## src/rtl/border_pkg.sv

```systemverilog
package border_pkg;

   typedef enum logic [1:0] {
      RULES_SKEWED   = 2'd0,
      RULES_PLAIN    = 2'd1,
      RULES_SYNCHOLD = 2'd2,
      RULES_ROWGATED = 2'd3
   } rules_e;

   typedef enum logic [1:0] {
      DLY_ZERO = 2'd0,
      DLY_ONE  = 2'd1,
      DLY_TWO  = 2'd2,
      DLY_OFF  = 2'd3
   } delay_e;

   function automatic logic honours_skew(input logic [1:0] v);
      return (rules_e'(v) == RULES_SKEWED) || (rules_e'(v) == RULES_ROWGATED);
   endfunction

   function automatic logic sync_blocks_open(input logic [1:0] v);
      return rules_e'(v) == RULES_SYNCHOLD;
   endfunction

   function automatic logic rows_at_row_start(input logic [1:0] v);
      return rules_e'(v) == RULES_ROWGATED;
   endfunction

endpackage

```

## src/rtl/border_hflag.sv

```systemverilog
module border_hflag #(
   parameter int HCW = 8
) (
   input  logic           clk,
   input  logic           rst_n,
   input  logic           char_en,
   input  logic [HCW-1:0] hcount,
   input  logic [HCW-1:0] disp_width,
   input  logic           hold_open,
   output logic           flag
);

   logic at_limit;
   logic at_origin;

   assign at_limit  = (hcount == disp_width);
   assign at_origin = (hcount == '0);

   always_ff @(posedge clk or negedge rst_n) begin
      if (!rst_n)
         flag <= 1'b1;
      else if (char_en) begin
         if (at_limit)
            flag <= 1'b1;
         else if (at_origin && !hold_open)
            flag <= 1'b0;
      end
   end

   assert_hset_R2: assert property (@(posedge clk) disable iff (!rst_n)
      (char_en && hcount == disp_width) |=> flag);

   assert_hclear_R3: assert property (@(posedge clk) disable iff (!rst_n)
      (char_en && hcount == '0 && disp_width != '0 && !hold_open) |=> !flag);

   assert_synchold_R4: assert property (@(posedge clk) disable iff (!rst_n)
      (char_en && hold_open && flag) |=> flag);

   assert_zero_width_R10: assert property (@(posedge clk) disable iff (!rst_n)
      (char_en && disp_width == '0 && hcount == '0) |=> flag);

   assert_hhold_R12: assert property (@(posedge clk) disable iff (!rst_n)
      !char_en |=> $stable(flag));

endmodule

```

## src/rtl/border_vflag.sv

```systemverilog
module border_vflag #(
   parameter int VCW = 7,
   parameter int HCW = 8,
   parameter int SLW = 5
) (
   input  logic           clk,
   input  logic           rst_n,
   input  logic           char_en,
   input  logic [VCW-1:0] vcount,
   input  logic [VCW-1:0] disp_rows,
   input  logic [HCW-1:0] hcount,
   input  logic [SLW-1:0] scan_line,
   input  logic           gate_to_row,
   output logic           flag
);

   logic row_start;
   logic set_allowed;
   logic at_limit;
   logic at_origin;

   assign row_start   = (scan_line == '0) && (hcount == '0);
   assign set_allowed = !gate_to_row || row_start;
   assign at_limit    = (vcount == disp_rows);
   assign at_origin   = (vcount == '0);

   always_ff @(posedge clk or negedge rst_n) begin
      if (!rst_n)
         flag <= 1'b1;
      else if (char_en) begin
         if (at_limit && set_allowed)
            flag <= 1'b1;
         else if (at_origin)
            flag <= 1'b0;
      end
   end

   assert_vset_R5: assert property (@(posedge clk) disable iff (!rst_n)
      (char_en && !gate_to_row && vcount == disp_rows) |=> flag);

   assert_vclear_R5: assert property (@(posedge clk) disable iff (!rst_n)
      (char_en && vcount == '0 && disp_rows != '0) |=> !flag);

   assert_rowgate_R6: assert property (@(posedge clk) disable iff (!rst_n)
      (char_en && gate_to_row && !(scan_line == '0 && hcount == '0)
       && vcount == disp_rows && vcount != '0) |=> $stable(flag));

   assert_vhold_R12: assert property (@(posedge clk) disable iff (!rst_n)
      !char_en |=> $stable(flag));

endmodule

```

## src/rtl/border_skew.sv

```systemverilog
module border_skew #(
   parameter int STAGES = 2
) (
   input  logic       clk,
   input  logic       rst_n,
   input  logic       char_en,
   input  logic       raw_en,
   input  logic [1:0] sel,
   input  logic       force_off,
   output logic       de
);
   import border_pkg::*;

   logic [STAGES-1:0] dly;
   logic              picked;

   initial begin
      if (STAGES < 2) $error("border_skew: STAGES must be at least 2");
   end

   always_ff @(posedge clk or negedge rst_n) begin
      if (!rst_n)
         dly <= '0;
      else if (char_en)
         dly <= {dly[STAGES-2:0], raw_en};
   end

   always_comb begin
      case (delay_e'(sel))
         DLY_ONE: picked = dly[0];
         DLY_TWO: picked = dly[1];
         default: picked = raw_en;
      endcase
   end

   assign de = picked && !force_off;

   assert_forced_off_R7: assert property (@(posedge clk) disable iff (!rst_n)
      force_off |-> !de);

   assert_dly_hold_R12: assert property (@(posedge clk) disable iff (!rst_n)
      !char_en |=> $stable(dly));

endmodule

```

## src/rtl/border_timing_gen.sv

```systemverilog
module border_timing_gen #(
   parameter int HCW    = 8,
   parameter int VCW    = 7,
   parameter int SLW    = 5,
   parameter int STAGES = 2
) (
   input  logic           clk,
   input  logic           rst_n,
   input  logic           char_en,
   input  logic           hsync,
   input  logic [1:0]     variant,
   input  logic [1:0]     skew_code,
   input  logic [HCW-1:0] hcount,
   input  logic [SLW-1:0] scan_line,
   input  logic [VCW-1:0] vcount,
   input  logic [HCW-1:0] disp_width,
   input  logic [VCW-1:0] disp_rows,
   output logic           disp_en
);
   import border_pkg::*;

   initial begin
      if (HCW < 2 || HCW > 16) $error("border_timing_gen: HCW out of range");
      if (VCW < 2 || VCW > 16) $error("border_timing_gen: VCW out of range");
      if (SLW < 1 || SLW > 8)  $error("border_timing_gen: SLW out of range");
   end

   logic h_border;
   logic v_border;
   logic split_border;
   logic skew_on;
   logic hold_open;
   logic raw_en;
   logic [1:0] eff_sel;

   assign skew_on      = honours_skew(variant);
   assign hold_open    = sync_blocks_open(variant) && hsync;
   assign split_border = skew_on && (delay_e'(skew_code) == DLY_OFF);
   assign eff_sel      = skew_on ? skew_code : 2'd0;
   assign raw_en       = !(h_border || v_border);

   border_hflag #(.HCW(HCW)) u_hflag (
      .clk        (clk),
      .rst_n      (rst_n),
      .char_en    (char_en),
      .hcount     (hcount),
      .disp_width (disp_width),
      .hold_open  (hold_open),
      .flag       (h_border)
   );

   border_vflag #(.VCW(VCW), .HCW(HCW), .SLW(SLW)) u_vflag (
      .clk         (clk),
      .rst_n       (rst_n),
      .char_en     (char_en),
      .vcount      (vcount),
      .disp_rows   (disp_rows),
      .hcount      (hcount),
      .scan_line   (scan_line),
      .gate_to_row (rows_at_row_start(variant)),
      .flag        (v_border)
   );

   border_skew #(.STAGES(STAGES)) u_skew (
      .clk       (clk),
      .rst_n     (rst_n),
      .char_en   (char_en),
      .raw_en    (raw_en),
      .sel       (eff_sel),
      .force_off (split_border),
      .de        (disp_en)
   );

   assert_nor_R1: assert property (@(posedge clk) disable iff (!rst_n)
      (disp_en && skew_code == 2'd0) |-> (!h_border && !v_border));

   assert_skew_ignored_R9: assert property (@(posedge clk) disable iff (!rst_n)
      (!skew_on && (h_border || v_border)) |-> !disp_en);

endmodule

```

## config.mk

```make
export PLATFORM = sky130hd
export DESIGN_NAME = border_timing_gen
export DESIGN_NICKNAME = d
export VERILOG_FILES = /design/src/rtl/border_pkg.sv /design/src/rtl/border_hflag.sv /design/src/rtl/border_vflag.sv /design/src/rtl/border_skew.sv /design/src/rtl/border_timing_gen.sv
export SDC_FILE = /design/constraint.sdc
export NUM_CORES = 1
export LEC_CHECK = 0
export BUFFER_PORTS_ARGS = -buffer_cell sky130_fd_sc_hd__buf_4
export CORE_AREA = 2 2 39 41
export DETAILED_ROUTE_END_ITERATION = 10
export DIE_AREA = 0 0 41 43
export GPL_ROUTABILITY_DRIVEN = 0
export MAX_ROUTING_LAYER = met4
export PLACE_DENSITY = 0.87
export SLEW_MARGIN = 20
export SYNTH_ARGS = -nofsm -noshare
export SYNTH_HDL_FRONTEND = slang
export SYNTH_SLANG_ARGS = --single-unit
export TNS_END_PERCENT = 10
```

## constraint.sdc

```tcl
create_clock -name clk -period 3.85 [get_ports clk]
set_clock_uncertainty 0.2 [all_clocks]
set_input_delay 0.5775 -clock clk [delete_from_list [all_inputs] [get_ports clk]]
set_output_delay 0.5775 -clock clk [all_outputs]
set_load 0.05 [all_outputs]
```

Word level (Yosys, flattened, before mapping)
Index checks and enable logic that the tools add are counted.
{"block": "totals", "output_inout_bits": 1, "word_cells": 37, "input_bits": 43, "reg_bits": 4}
{"block": "classes", "eq_ne": 7, "mux": 6, "reduce_logical": 21}
{"cell": "2-bit == test (second input constant)", "count": 4}
{"cell": "8-bit == test", "count": 1}
{"cell": "8-bit zero test", "count": 1}
{"cell": "7-bit == test", "count": 1}
{"cell": "7-bit zero test", "count": 1}
{"cell": "1-bit logical AND", "count": 6}
{"cell": "5-bit zero test", "count": 1}
{"cell": "1-bit zero test", "count": 4}
{"cell": "1-bit 2-to-1 mux", "count": 4}
{"cell": "2-bit AND reduction", "count": 2}
{"cell": "2-bit nonzero test", "count": 2}
{"cell": "1-bit logical OR", "count": 3}
{"cell": "2-bit by 1-bit == test with 1-bit output (second input constant)", "count": 1}
{"cell": "2-bit zero test", "count": 1}
{"cell": "2-bit 2-to-1 mux", "count": 1}
{"cell": "1-bit case mux with 2 select lines", "count": 1}

Logic depth before layout (Yosys ltp)
Gate-level depths: netlist of the first run.
{"block": "depth", "word_depth": 6, "ltp_mapped": 7}

By module
Synthesis of the first run repeated with hierarchy kept, for this count alone.
{"block": "unflattened", "hier_cells": 55, "area_unflattened_um2": 509.2}
{"module": "border_vflag", "n_inst": 1, "seq_area_each_um2": 26.3, "area_per_inst_um2": 167.7, "cells_per_inst": 20}
{"module": "border_hflag", "n_inst": 1, "seq_area_each_um2": 26.3, "area_per_inst_um2": 152.6, "cells_per_inst": 16}
{"module": "border_skew", "n_inst": 1, "seq_area_each_um2": 50.0, "area_per_inst_um2": 131.4, "cells_per_inst": 11}
{"module": "border_timing_gen", "n_inst": 1, "seq_area_each_um2": 0.0, "area_per_inst_um2": 57.6, "cells_per_inst": 8}

Least setup slack after synthesis of the first run
OpenSTA, ideal clock, no wires.
{"block": "synth_path", "kind": "input to output", "start": "in variant[0]", "end": "out disp_en", "slack_ns": 0.462, "path_buffers": 0, "stages": 6, "arrival_time_ns": 2.611, "cell_sequence": "inv_1 -> ha_1 -> and2_1 -> ha_1 -> nor2b_1 -> a211oi_1"}
{"block": "synth_between", "elab_chain_cells": 6, "elab_cells_between_ends": 10, "classes_between": "3 x eq/ne; 2 x mux; 5 x reduce/logical"}
{"item": "from (decl)", "line": "border_timing_gen.sv:11", "source": "input logic [1:0] variant,"}
{"item": "2-bit == test or 2-bit zero test (tied branches)", "line": "border_pkg.sv:18", "source": "return (rules_e'(v) == RULES_SKEWED) || (rules_e'(v) == RULES_ROWGATED);"}
{"item": "1-bit logical OR (*)", "line": "border_pkg.sv:18"}
{"item": "2-bit 2-to-1 mux", "line": "border_timing_gen.sv:39", "source": "assign eff_sel = skew_on ? skew_code : 2'd0;"}
{"item": "2-bit == test or 2-bit by 1-bit == test with 1-bit output (tied branches)", "line": "border_skew.sv:29", "source": "case (delay_e'(sel))"}
{"item": "1-bit case mux with 2 select lines", "line": "border_skew.sv:29"}
{"item": "1-bit logical AND (*)", "line": "border_skew.sv:36", "source": "assign de = picked && !force_off;"}
{"item": "to (decl)", "line": "border_timing_gen.sv:18", "source": "output logic disp_en"}
Mark *: on every way between the ends. The rest lies on a longest branch, timed or not.

Worst setup path in the final report of the first run
Same ends and word-level chain as after synthesis.

==> impl_table.tex, run 1 <==
\begin{tabular}{lr}
\hline
Metric & Value \\
\hline
\multicolumn{2}{l}{\textbf{Logic synthesis}} \\
Number of warning messages in the yosys log & 0 \\
Sequential cell area fraction in the yosys report & 21.4\% \\
Unique masters post-synth & 24 \\
Cell area after synthesis & 480 µm² \\
Mapped Avg Cell Area & 9.61 µm² \\
FF+latch count, synth & 4 \\
Post-synthesis instance total & 50 \\
Synthesized netlist net count & 97 \\
\multicolumn{2}{l}{\textbf{Worst setup path}} \\
Worst endpoint data arrival time & 1.99 ns \\
Worst Setup Start Kind & input pin \\
Required time reported for the critical path endpoint & 3.07 ns \\
Crit path max fanout & 2 \\
Type of the setup path with the least slack & input pin to output pin \\
Worst Setup End Kind & output pin \\
\multicolumn{2}{l}{\textbf{Clocking}} \\
H-tree Lvls & 1 \\
Worst-Skew Late Latency & 0.24 ns \\
Clock tree from TritonCTS & done \\
Setup bufs post-CTS & 0 \\
Library cell used as clock root buffer & sky130\_fd\_sc\_hd\_\_clkbuf\_4 \\
Number of sinks driven by the clock tree & 4 \\
Clock buffer depth & 2 \\
Total clock buffers created by CTS & 3 \\
Reg clk slew, reported paths & 0.04 ns \\
\multicolumn{2}{l}{\textbf{Power}} \\
Leakage power & 0.000393 µW \\
Overall power consumption & 217 µW \\
Largest vdd supply drop & 0.000149 V \\
Pwr per Cell Area & 252 mW/mm² \\
\multicolumn{2}{l}{\textbf{Floorplanning}} \\
Initial standard-cell utilization of the core & 34.7\% \\
Die span in x & 41 µm \\
Placeable core region & 0.00138 mm² \\
I/O pin count & 44 \\
\# rows & 14 \\
Die Outline Area & 0.00176 mm² \\
DIE HEIGHT & 43 µm \\
\multicolumn{2}{l}{\textbf{Detailed routing}} \\
Remaining routing DRC violations & 0 \\
Number of antenna-violating nets in the routed design & 0 \\
Average wire per cell in the routed design & 11.5 µm \\
Detailed Routing Iterations Pass 1 & 4 \\
Routed wire length & 1.31 mm \\
Highest routed metal layer & met4 \\
Wire length on met2 & 778 µm \\
Vias per cell & 4.95 \\
Metal1 wirelength & 414 µm \\
Starting DRT DRC Count & 3 \\
Detailed-routed wire length on met3 & 83 µm \\
Via count & 564 \\
\multicolumn{2}{l}{\textbf{Global routing}} \\
Wire length of the first global-routing pass & 2.24 mm \\
Antenna violations before repair & 0 \\
Global router's overall resource usage & 20.1\% \\
Via count of the first global-routing pass & 607 \\
Global route overflow & 0 \\
Largest net degree at the start of global routing & 7 \\
\multicolumn{2}{l}{\textbf{Worst hold path}} \\
Type of the most critical hold path & flip-flop to flip-flop \\
\multicolumn{2}{l}{\textbf{Status}} \\
Status & finished clean \\
\multicolumn{2}{l}{\textbf{STA}} \\
Final Cycle Share & 71.9\% \\
Unrepaired setup endpoints after global routing & no \\
Final setup vio count & 0 \\
Number of pins exceeding their max-slew limit in the final report & 0 \\
Setup tns final & 0 ns \\
Clock period minus final worst setup slack & 2.77 ns \\
Highest clock frequency the design can meet & 361 MHz \\
Slew at the pin with the worst max-slew slack & 0.299 ns \\
Slew HR & 79.9\% \\
Number of hold violations in the final report & 0 \\
\multicolumn{2}{l}{\textbf{Cells and area}} \\
Total area of sequential cells & 103 µm² \\
Combined area of the multi-input logic cells & 367 µm² \\
Area growth from synthesis to final layout & 78.9\% \\
Most common library cell in the layout ignoring fill and taps & sky130\_fd\_sc\_hd\_\_buf\_4 \\
Total non-filler cell area in the finished layout & 860 µm² \\
Net count of the finished layout & 146 \\
Leading cell types in the layout, fill and taps excluded & sky130\_fd\_sc\_hd\_\_buf\_4, sky130\_fd\_sc\_hd\_\_xnor2\_1, sky130\_fd\_sc\_hd\_\_xor2\_1, sky130\_fd\_sc\_hd\_\_ha\_1 \\
Antenna fix cells & 0 \\
Final-layout fill cell count & 130 \\
Share of final-layout standard cells stronger than drive strength 1 & 52.0\% \\
\multicolumn{2}{l}{\textbf{Placed design}} \\
DP HPWL & 1.21 mm \\
Total of buffers placed on input and output ports & 43 \\
Placed standard-cell area & 823 µm² \\
\multicolumn{2}{l}{\textbf{Run}} \\
Count of max-cap constraint violations & 0 \\
\hline
\end{tabular}
==> cell usage after synthesis <==
cell | count | area, µm²
sky130_fd_sc_hd__a21bo_2 | 1 | 10.0
sky130_fd_sc_hd__nand3_1 | 1 | 5.00
sky130_fd_sc_hd__dfstp_2 | 2 | 52.6
sky130_fd_sc_hd__dfrtp_1 | 2 | 50.1
sky130_fd_sc_hd__a32o_1 | 1 | 10.0
sky130_fd_sc_hd__a221oi_1 | 1 | 8.76
sky130_fd_sc_hd__o31ai_1 | 2 | 15.0
sky130_fd_sc_hd__xnor2_1 | 11 | 96.3
sky130_fd_sc_hd__and4_1 | 1 | 8.76
sky130_fd_sc_hd__xor2_1 | 4 | 35.0
sky130_fd_sc_hd__or4_4 | 1 | 11.3
sky130_fd_sc_hd__inv_1 | 3 | 11.3
sky130_fd_sc_hd__a211oi_1 | 1 | 7.51
sky130_fd_sc_hd__nor4b_1 | 1 | 8.76
sky130_fd_sc_hd__or4_1 | 2 | 15.0
sky130_fd_sc_hd__mux2_1 | 2 | 22.5
sky130_fd_sc_hd__nand4_1 | 1 | 6.26
sky130_fd_sc_hd__ha_1 | 4 | 50.1
sky130_fd_sc_hd__o41ai_2 | 1 | 16.3
sky130_fd_sc_hd__nor2_1 | 1 | 3.75
sky130_fd_sc_hd__nor4_1 | 2 | 12.5
sky130_fd_sc_hd__nor2b_1 | 1 | 6.26
sky130_fd_sc_hd__nand2_1 | 3 | 11.3
sky130_fd_sc_hd__and2_1 | 1 | 6.26
==> critical path, cell delays in order <==
cell and delay, ns:
sky130_fd_sc_hd__buf_4 0.08, sky130_fd_sc_hd__inv_1 0.03, sky130_fd_sc_hd__ha_1 0.28, sky130_fd_sc_hd__and2_1 0.16
sky130_fd_sc_hd__ha_1 0.30, sky130_fd_sc_hd__nor2b_1 0.13, sky130_fd_sc_hd__a211oi_1 0.18, sky130_fd_sc_hd__buf_4 0.24
==> final cells by class <==
class                      instances  share of cell area [%]
clock buffer                       4                    3.06
tap                               16                    2.33
timing repair buffer              44                    38.7
multi-input combinational         43                    42.6
sequential                         4                    11.9
inverter                           3                    1.31
==> stage by stage <==
stage,cells,hold WS [ns],worst slack [ns],utilization (%)
global route,114,0.321,1.01,62.1
CTS,114,0.289,1.07,62.1
global placement,109,0.173,1.12,59.5
finish,114,0.286,1.08,62.1
floorplan,50,0.0819,0.462,-
detailed placement,109,0.176,1.08,59.5
==> final timing paths <==
check	endpoint	cells after the start	start	slack, ns
max in group asynchronous	u_hflag.flag	2	rst_n	2.78
max	disp_en	8	variant[0]	1.08
min in group asynchronous	u_skew.dly[1]	2	rst_n	0.47
min	u_hflag.flag	2	u_hflag.flag	0.29
max reg2reg	u_skew.dly[0]	2	u_hflag.flag	2.67
min reg2reg	u_hflag.flag	2	u_hflag.flag	0.29
==> cell families (layout without fill, tap and decap cells) <==
group | Yosys count | after routing | synth area share (%)
compound gates | 7 | 7 | 14.1
xor+xnor | 15 | 15 | 27.3
fa+ha+maj | 4 | 4 | 10.4
buf+inv | 3 | 51 | 2.34
flops | 4 | 4 | 21.4
mux | 2 | 2 | 4.69
simple gates | 15 | 15 | 19.8
==> per-layer routing <==
layer | vias to the layer above | global-route usage [%]
met4 | 0 | 14.0
met5 | - | -
met2 | 29 | 35.9
met3 | 4 | 3.14
li1 | 285 | -
met1 | 246 | 17.0
==> state kept, by name (all words and copies together), names as in the netlist <==
name,count
u_vflag.flag,1
u_hflag.flag,1
u_skew.dly,2
==> timing repair <==
item,in CTS,in global routing
hold buffers,1,0
hold endpoints to repair,2,0
gates resized for setup,0,0
==> power by group <==
| part | internal [µW] | switching (µW) |
|---|---|---|
| combinational | 56.1 | 39.3 |
| sequential | 55.8 | 5.92 |
| clock | 39.1 | 20.8 |
Power figures use the tool's default switching activity.
==> run 2: changes to the inputs <==
- CORE_AREA: 2 2 39 41 -> default
- CORE_UTILIZATION: default -> 35
- DIE_AREA: 0 0 41 43 -> default
- PLACE_DENSITY: 0.87 -> 0.85
- clock period: 3.85 -> 2.8 ns (I/O delays scaled with it)
==> impl_table.tex, run 2 (synthesis gave the netlist of run 1 again) <==
\begin{tabular}{lr}
\hline
Metric & Value \\
\hline
\multicolumn{2}{l}{\textbf{Status}} \\
Status & finished clean (unchanged) \\
\multicolumn{2}{l}{\textbf{Detailed routing}} \\
Routed wire length & 1.42 mm (was 1.31 mm) \\
Starting DRT DRC Count & 6 (was 3) \\
Detailed Routing Iterations Pass 1 & 4 (unchanged) \\
Remaining routing DRC violations & 0 (unchanged) \\
Via count & 565 (was 564) \\
Average wire per cell in the routed design & 12.8 µm (was 11.5 µm) \\
Number of antenna-violating nets in the routed design & 0 (unchanged) \\
Vias per cell & 5.09 (was 4.95) \\
\multicolumn{2}{l}{\textbf{Power}} \\
Power spent charging and discharging nets & 91.1 µW (was 66.0 µW) \\
Cell-internal power & 204 µW (was 151 µW) \\
Proportion of power drawn by flip-flops and latches & 28.9\% (was 28.4\%) \\
Comb pwr share & 46.2\% (was 44.0\%) \\
Largest vdd supply drop & 0.000190 V (was 0.000149 V) \\
Leakage power & 0.000393 µW (about the same) \\
Clock share of power & 24.9\% (was 27.6\%) \\
Sw frac & 30.9\% (was 30.4\%) \\
Overall power consumption & 295 µW (was 217 µW) \\
Pwr per Cell Area & 343 mW/mm² (was 252 mW/mm²) \\
\multicolumn{2}{l}{\textbf{STA}} \\
Highest clock frequency the design can meet & 406 MHz \\
Setup tns final & 0 ns (unchanged) \\
Unrepaired setup endpoints after global routing & no (unchanged) \\
Clock period minus final worst setup slack & 2.46 ns \\
Final setup vio count & 0 (unchanged) \\
Number of pins exceeding their max-slew limit in the final report & 0 (unchanged) \\
Slew HR & 79.9\% (about the same) \\
Slew at the pin with the worst max-slew slack & 0.298 ns (was 0.299 ns) \\
Final Cycle Share & 88.0\% \\
Number of hold violations in the final report & 0 (unchanged) \\
\multicolumn{2}{l}{\textbf{Clocking}} \\
Library cell used as clock root buffer & sky130\_fd\_sc\_hd\_\_clkbuf\_4 (unchanged) \\
H-tree Lvls & 1 (unchanged) \\
Clock buffer depth & 2 (unchanged) \\
Hold bufs inserted after CTS & 1 (unchanged) \\
Number of sinks driven by the clock tree & 4 (unchanged) \\
Total clock buffers created by CTS & 3 (unchanged) \\
Post-CTS sizing & 0 (unchanged) \\
Reg clk slew, reported paths & 0.04 ns (about the same) \\
Worst-Skew Late Latency & 0.24 ns (about the same) \\
Clock tree from TritonCTS & done (unchanged) \\
Setup bufs post-CTS & 0 (unchanged) \\
\multicolumn{2}{l}{\textbf{Cells and area}} \\
Net count of the finished layout & 146 (unchanged) \\
Largest registers in the final layout & u\_skew.dly (2), u\_hflag.flag (1), u\_vflag.flag (1) (unchanged) \\
Area growth from synthesis to final layout & 78.6\% (was 78.9\%) \\
Share of final-layout standard cells stronger than drive strength 1 & 53.6\% (was 52.0\%) \\
Count of placed standard cells in the final layout, fillers left out & 111 (was 114) \\
Leading cell types in the layout, fill and taps excluded & sky130\_fd\_sc\_hd\_\_buf\_4, sky130\_fd\_sc\_hd\_\_xnor2\_1, sky130\_fd\_sc\_hd\_\_xor2\_1, sky130\_fd\_sc\_hd\_\_ha\_1 (unchanged) \\
Fraction of the core area covered by cells at the end of the flow & 72.4\% (was 62.1\%) \\
Number of flip-flops under the largest register name & 2 (unchanged) \\
Total area of sequential cells & 103 µm² (unchanged) \\
Most flops, register & u\_skew.dly (unchanged) \\
Antenna fix cells & 0 (unchanged) \\
Combined area of the multi-input logic cells & 372 µm² (was 367 µm²) \\
Final-layout fill cell count & 114 (was 130) \\
Most common library cell in the layout ignoring fill and taps & sky130\_fd\_sc\_hd\_\_buf\_4 (unchanged) \\
\multicolumn{2}{l}{\textbf{Global routing}} \\
Wire length of the first global-routing pass & 2.30 mm (was 2.24 mm) \\
Antenna violations before repair & 0 (unchanged) \\
Global router's overall resource usage & 24.4\% (was 20.1\%) \\
Largest net degree at the start of global routing & 7 (unchanged) \\
Global route overflow & 0 (unchanged) \\
Via count of the first global-routing pass & 607 (unchanged) \\
\multicolumn{2}{l}{\textbf{Placed design}} \\
DP HPWL & 1.26 mm (was 1.21 mm) \\
Total of buffers placed on input and output ports & 43 (unchanged) \\
Placed Cells incl. Taps & 107 (was 109) \\
\multicolumn{2}{l}{\textbf{Worst hold path}} \\
Type of the most critical hold path & input pin to flip-flop (was flip-flop to flip-flop) \\
\multicolumn{2}{l}{\textbf{Floorplanning}} \\
Initial standard-cell utilization of the core & 40.5\% (was 34.7\%) \\
\# rows & 12 (was 14) \\
Die span in x & 39.1 µm (was 41 µm) \\
Die Outline Area & 0.00152 mm² (was 0.00176 mm²) \\
DIE HEIGHT & 39.1 µm (was 43 µm) \\
Placeable core region & 0.00119 mm² (was 0.00138 mm²) \\
I/O pin count & 44 (unchanged) \\
\multicolumn{2}{l}{\textbf{Worst setup path}} \\
Crit path max fanout & 2 (unchanged) \\
Worst endpoint data arrival time & 1.84 ns (was 1.99 ns) \\
Worst Setup End Kind & output pin (unchanged) \\
Slack of the worst reg-to-reg path & 1.61 ns (was 2.67 ns) \\
Required time reported for the critical path endpoint & 2.18 ns (was 3.07 ns) \\
Worst Setup Start Kind & input pin (unchanged) \\
Type of the setup path with the least slack & input pin to output pin (unchanged) \\
\multicolumn{2}{l}{\textbf{Run}} \\
Count of max-cap constraint violations & 0 (unchanged) \\
\hline
\end{tabular}
==> run 2: path summary, 6_finish.rpt <==
kind / start / endpoint / depth (start not counted)
worst max-delay path: variant[0] / disp_en / 8
worst min-delay path: char_en / u_hflag.flag / 3
worst max register to register: u_vflag.flag / u_skew.dly[0] / 2
worst min register to register: u_skew.dly[1] / u_skew.dly[1] / 1
max in group asynchronous: rst_n / u_hflag.flag / 2
min in group asynchronous: rst_n / u_skew.dly[1] / 2
==> run 2: area by class of cell <==
class	count	share of cell area, %
timing repair buffer	44	38.8
clock buffer	3	2.62
tap	14	2.04
inverter	3	1.31
multi-input combinational	43	43.3
sequential	4	12.0
==> run 2: critical path, cell delays in order <==
cell	delay, ns
sky130_fd_sc_hd__buf_4	0.09
sky130_fd_sc_hd__inv_1	0.03
sky130_fd_sc_hd__ha_1	0.30
sky130_fd_sc_hd__and2_1	0.16
sky130_fd_sc_hd__ha_1	0.30
sky130_fd_sc_hd__a221oi_1	0.27
sky130_fd_sc_hd__a211oi_2	0.08
sky130_fd_sc_hd__buf_4	0.20
==> run 2: power by group through the flow <==
stage	Clock [µW]	Sequential [µW]	Combinational, µW
3_5_place_dp	0	86.0	136
2_1_floorplan	0	83.1	70.0
3_3_place_gp	0	85.2	130
6_report	73.5	85.1	136
4_1_cts	74.6	85.5	137
5_1_grt	78.8	87.4	149
==> run 2: metal layers <==
metal  GRT usage, %  share of wire (%)  vias up
met5              -                  0        -
met4           15.5                3.0        0
met3           5.20                5.5        5
met2           47.9                 56       27
met1           20.1                 35      252
li1               -                  -      281
==> run 2: per-stage QoR <==
stage / area (µm²) / worst slack (ns) / hold slack [ns]
final: 858 / 0.336 / 0.238
after global routing: 858 / 0.256 / 0.252
after CTS: 858 / 0.328 / 0.239
after detailed placement: 826 / 0.331 / 0.0186
after global placement: 826 / 0.391 / 0.0161
after floorplan: 485 / 0.209 / -0.0756
==> run 3: changes to the inputs <==
- PLACE_DENSITY: 0.85 -> 0.76
==> impl_table.tex, run 3 (synthesis gave the netlist of run 1 again) <==
\begin{tabular}{lr}
\hline
Metric & Value \\
\hline
\multicolumn{2}{l}{\textbf{Floorplanning}} \\
Initial standard-cell utilization of the core & 40.5\% (unchanged) \\
Placeable core region & 0.00119 mm² (unchanged) \\
Die span in x & 39.1 µm (unchanged) \\
Die Outline Area & 0.00152 mm² (unchanged) \\
\# rows & 12 (unchanged) \\
DIE HEIGHT & 39.1 µm (unchanged) \\
I/O pin count & 44 (unchanged) \\
\multicolumn{2}{l}{\textbf{Placed design}} \\
DP HPWL & 1.12 mm (was 1.26 mm) \\
Placed standard-cell area & 826 µm² (unchanged) \\
Total of buffers placed on input and output ports & 43 (unchanged) \\
Placed Cells incl. Taps & 107 (unchanged) \\
\multicolumn{2}{l}{\textbf{Detailed routing}} \\
Remaining routing DRC violations & 0 (unchanged) \\
Via count & 548 (was 565) \\
Detailed Routing Iterations Pass 1 & 4 (unchanged) \\
Number of antenna-violating nets in the routed design & 0 (unchanged) \\
Routed wire length & 1.25 mm (was 1.42 mm) \\
Average wire per cell in the routed design & 11.2 µm (was 12.8 µm) \\
Starting DRT DRC Count & 5 (was 6) \\
Vias per cell & 4.89 (was 5.09) \\
\multicolumn{2}{l}{\textbf{Worst setup path}} \\
Startpoint of the worst setup timing path & variant[0] (unchanged) \\
Required time reported for the critical path endpoint & 2.18 ns (about the same) \\
Cell type of the slowest stage on the worst timing path & sky130\_fd\_sc\_hd\_\_ha\_1 (unchanged) \\
Worst Setup End Kind & output pin (unchanged) \\
Slack of the worst reg-to-reg path & 1.65 ns (was 1.61 ns) \\
Worst endpoint data arrival time & 1.83 ns (was 1.84 ns) \\
Ordered list of cells on the worst path & buf\_4 > inv\_1 > ha\_1 > and2\_1 > ha\_1 > a221oi\_1 > a211oi\_2 > buf\_4 (unchanged) \\
CP Capture Point & disp\_en (unchanged) \\
Depth of the most critical reg-to-reg path & 2 (unchanged) \\
Type of the setup path with the least slack & input pin to output pin (unchanged) \\
Crit path largest cell delay & 0.30 ns (about the same) \\
Crit path max fanout & 2 (unchanged) \\
Reg-to-reg startpoint & u\_vflag.flag (unchanged) \\
Worst Setup Start Kind & input pin (unchanged) \\
Terminus of the critical flop-to-flop path & u\_skew.dly[0] (unchanged) \\
\multicolumn{2}{l}{\textbf{Cells and area}} \\
Leading cell types in the layout, fill and taps excluded & sky130\_fd\_sc\_hd\_\_buf\_4, sky130\_fd\_sc\_hd\_\_xnor2\_1, sky130\_fd\_sc\_hd\_\_xor2\_1, sky130\_fd\_sc\_hd\_\_ha\_1 (unchanged) \\
Number of flip-flops under the largest register name & 2 (unchanged) \\
Count of placed standard cells in the final layout, fillers left out & 112 (was 111) \\
Antenna fix cells & 0 (unchanged) \\
Largest registers in the final layout & u\_skew.dly (2), u\_hflag.flag (1), u\_vflag.flag (1) (unchanged) \\
Total non-filler cell area in the finished layout & 862 µm² (was 858 µm²) \\
Most flops, register & u\_skew.dly (unchanged) \\
Area growth from synthesis to final layout & 79.4\% (was 78.6\%) \\
Net count of the finished layout & 146 (unchanged) \\
Share of final-layout standard cells stronger than drive strength 1 & 53.1\% (was 53.6\%) \\
Most common library cell in the layout ignoring fill and taps & sky130\_fd\_sc\_hd\_\_buf\_4 (unchanged) \\
\multicolumn{2}{l}{\textbf{Clocking}} \\
Worst-Skew Late Latency & 0.23 ns (was 0.24 ns) \\
Clock tree from TritonCTS & done (unchanged) \\
H-tree Lvls & 1 (unchanged) \\
Total clock buffers created by CTS & 3 (unchanged) \\
Library cell used as clock root buffer & sky130\_fd\_sc\_hd\_\_clkbuf\_4 (unchanged) \\
Clock buffer depth & 2 (unchanged) \\
Setup bufs post-CTS & 0 (unchanged) \\
Reg clk slew, reported paths & 0.03 ns (was 0.04 ns) \\
Number of sinks driven by the clock tree & 4 (unchanged) \\
Post-CTS sizing & 0 (unchanged) \\
\multicolumn{2}{l}{\textbf{STA}} \\
Final setup vio count & 0 (unchanged) \\
Number of pins exceeding their max-slew limit in the final report & 0 (unchanged) \\
Slew at the pin with the worst max-slew slack & 0.299 ns (was 0.298 ns) \\
Setup tns final & 0 ns (unchanged) \\
Number of hold violations in the final report & 0 (unchanged) \\
Unrepaired setup endpoints after global routing & no (unchanged) \\
Highest clock frequency the design can meet & 409 MHz (was 406 MHz) \\
Slew HR & 80.0\% (was 79.9\%) \\
Clock period minus final worst setup slack & 2.45 ns (was 2.46 ns) \\
Final Cycle Share & 87.3\% (was 88.0\%) \\
\multicolumn{2}{l}{\textbf{Status}} \\
Status & finished clean (unchanged) \\
\multicolumn{2}{l}{\textbf{Power}} \\
Pwr per Cell Area & 347 mW/mm² (was 343 mW/mm²) \\
Largest vdd supply drop & 0.000248 V (was 0.000190 V) \\
Leakage power & 0.000395 µW (was 0.000393 µW) \\
\multicolumn{2}{l}{\textbf{Global routing}} \\
Via count of the first global-routing pass & 510 (was 607) \\
Largest net degree at the start of global routing & 7 (unchanged) \\
Wire length of the first global-routing pass & 1.91 mm (was 2.30 mm) \\
Global router's overall resource usage & 19.5\% (was 24.4\%) \\
Antenna violations before repair & 0 (unchanged) \\
Global route overflow & 0 (unchanged) \\
\multicolumn{2}{l}{\textbf{Worst hold path}} \\
Type of the most critical hold path & input pin to flip-flop (unchanged) \\
\multicolumn{2}{l}{\textbf{Run}} \\
Count of max-cap constraint violations & 0 (unchanged) \\
\hline
\end{tabular}
[run 3: cell types whose count changed in the layout (fill, tap and decap cells not counted), sizes merged]
cell and change:
clkbuf +1
[run 3: how the worst min path moves through the flow]
| stage | to | cells after the start | start |
|---|---|---|---|
| after floorplan | u_skew.dly[0] | 0 | rst_n |
| after global placement | u_skew.dly[1] | 1 | rst_n |
| after detailed placement | u_skew.dly[1] | 1 | rst_n |
| after CTS | u_skew.dly[0] | 2 | char_en |
| after global routing | u_hflag.flag | 3 | char_en |
| final | u_hflag.flag | 4 | hcount[2] |
[run 3: layer usage]
| metal | vias to the layer above | wire length (µm) | global-route usage (%) |
|---|---|---|---|
| li1 | 280 | - | - |
| met1 | 246 | 495 | 20.6 |
| met2 | 18 | 668 | 32.9 |
| met3 | 4 | 67 | 6.94 |
| met4 | 0 | 20 | 7.76 |
| met5 | - | 0 | - |
[run 3: stage by stage]
stage	hold slack, ns	setup slack (ns)	power [µW]	util, %
after global placement	0.0165	0.391	216	69.6
after CTS	0.245	0.341	305	72.7
after global routing	0.253	0.287	321	72.7
after floorplan	-0.0756	0.209	153	-
final	0.250	0.355	299	72.7
after detailed placement	0.0183	0.343	220	69.6
[run 3: critical path: cells and delay by family]
kind	cells	cell delay [ns]
buffers and inverters	3	0.31
AND/OR/NAND/NOR	1	0.15
adder cells (fa/ha/maj)	2	0.59
AO/OA/AOI/OAI	2	0.35
[run 3: area by class of cell]
class | count | area, µm²
clock buffers | 4 | 26.3
fillers | 103 | 324
inverters | 3 | 11.3
multi-input cells | 43 | 372
flip-flops and latches | 4 | 103
well taps | 14 | 17.5
repair buffers | 44 | 333
[run 3: where the power goes]
group | switching [µW] | internal, µW | total, µW
Combinational | 54.7 | 78.6 | 133
Clock | 27.3 | 53.7 | 81.0
Sequential | 8.37 | 76.7 | 85.1
[run 3: what timing repair did]
action / in CTS / in global routing
hold buffers: 1 / 0
setup endpoints to repair: 0 / 0
hold endpoints to repair: 4 / 0
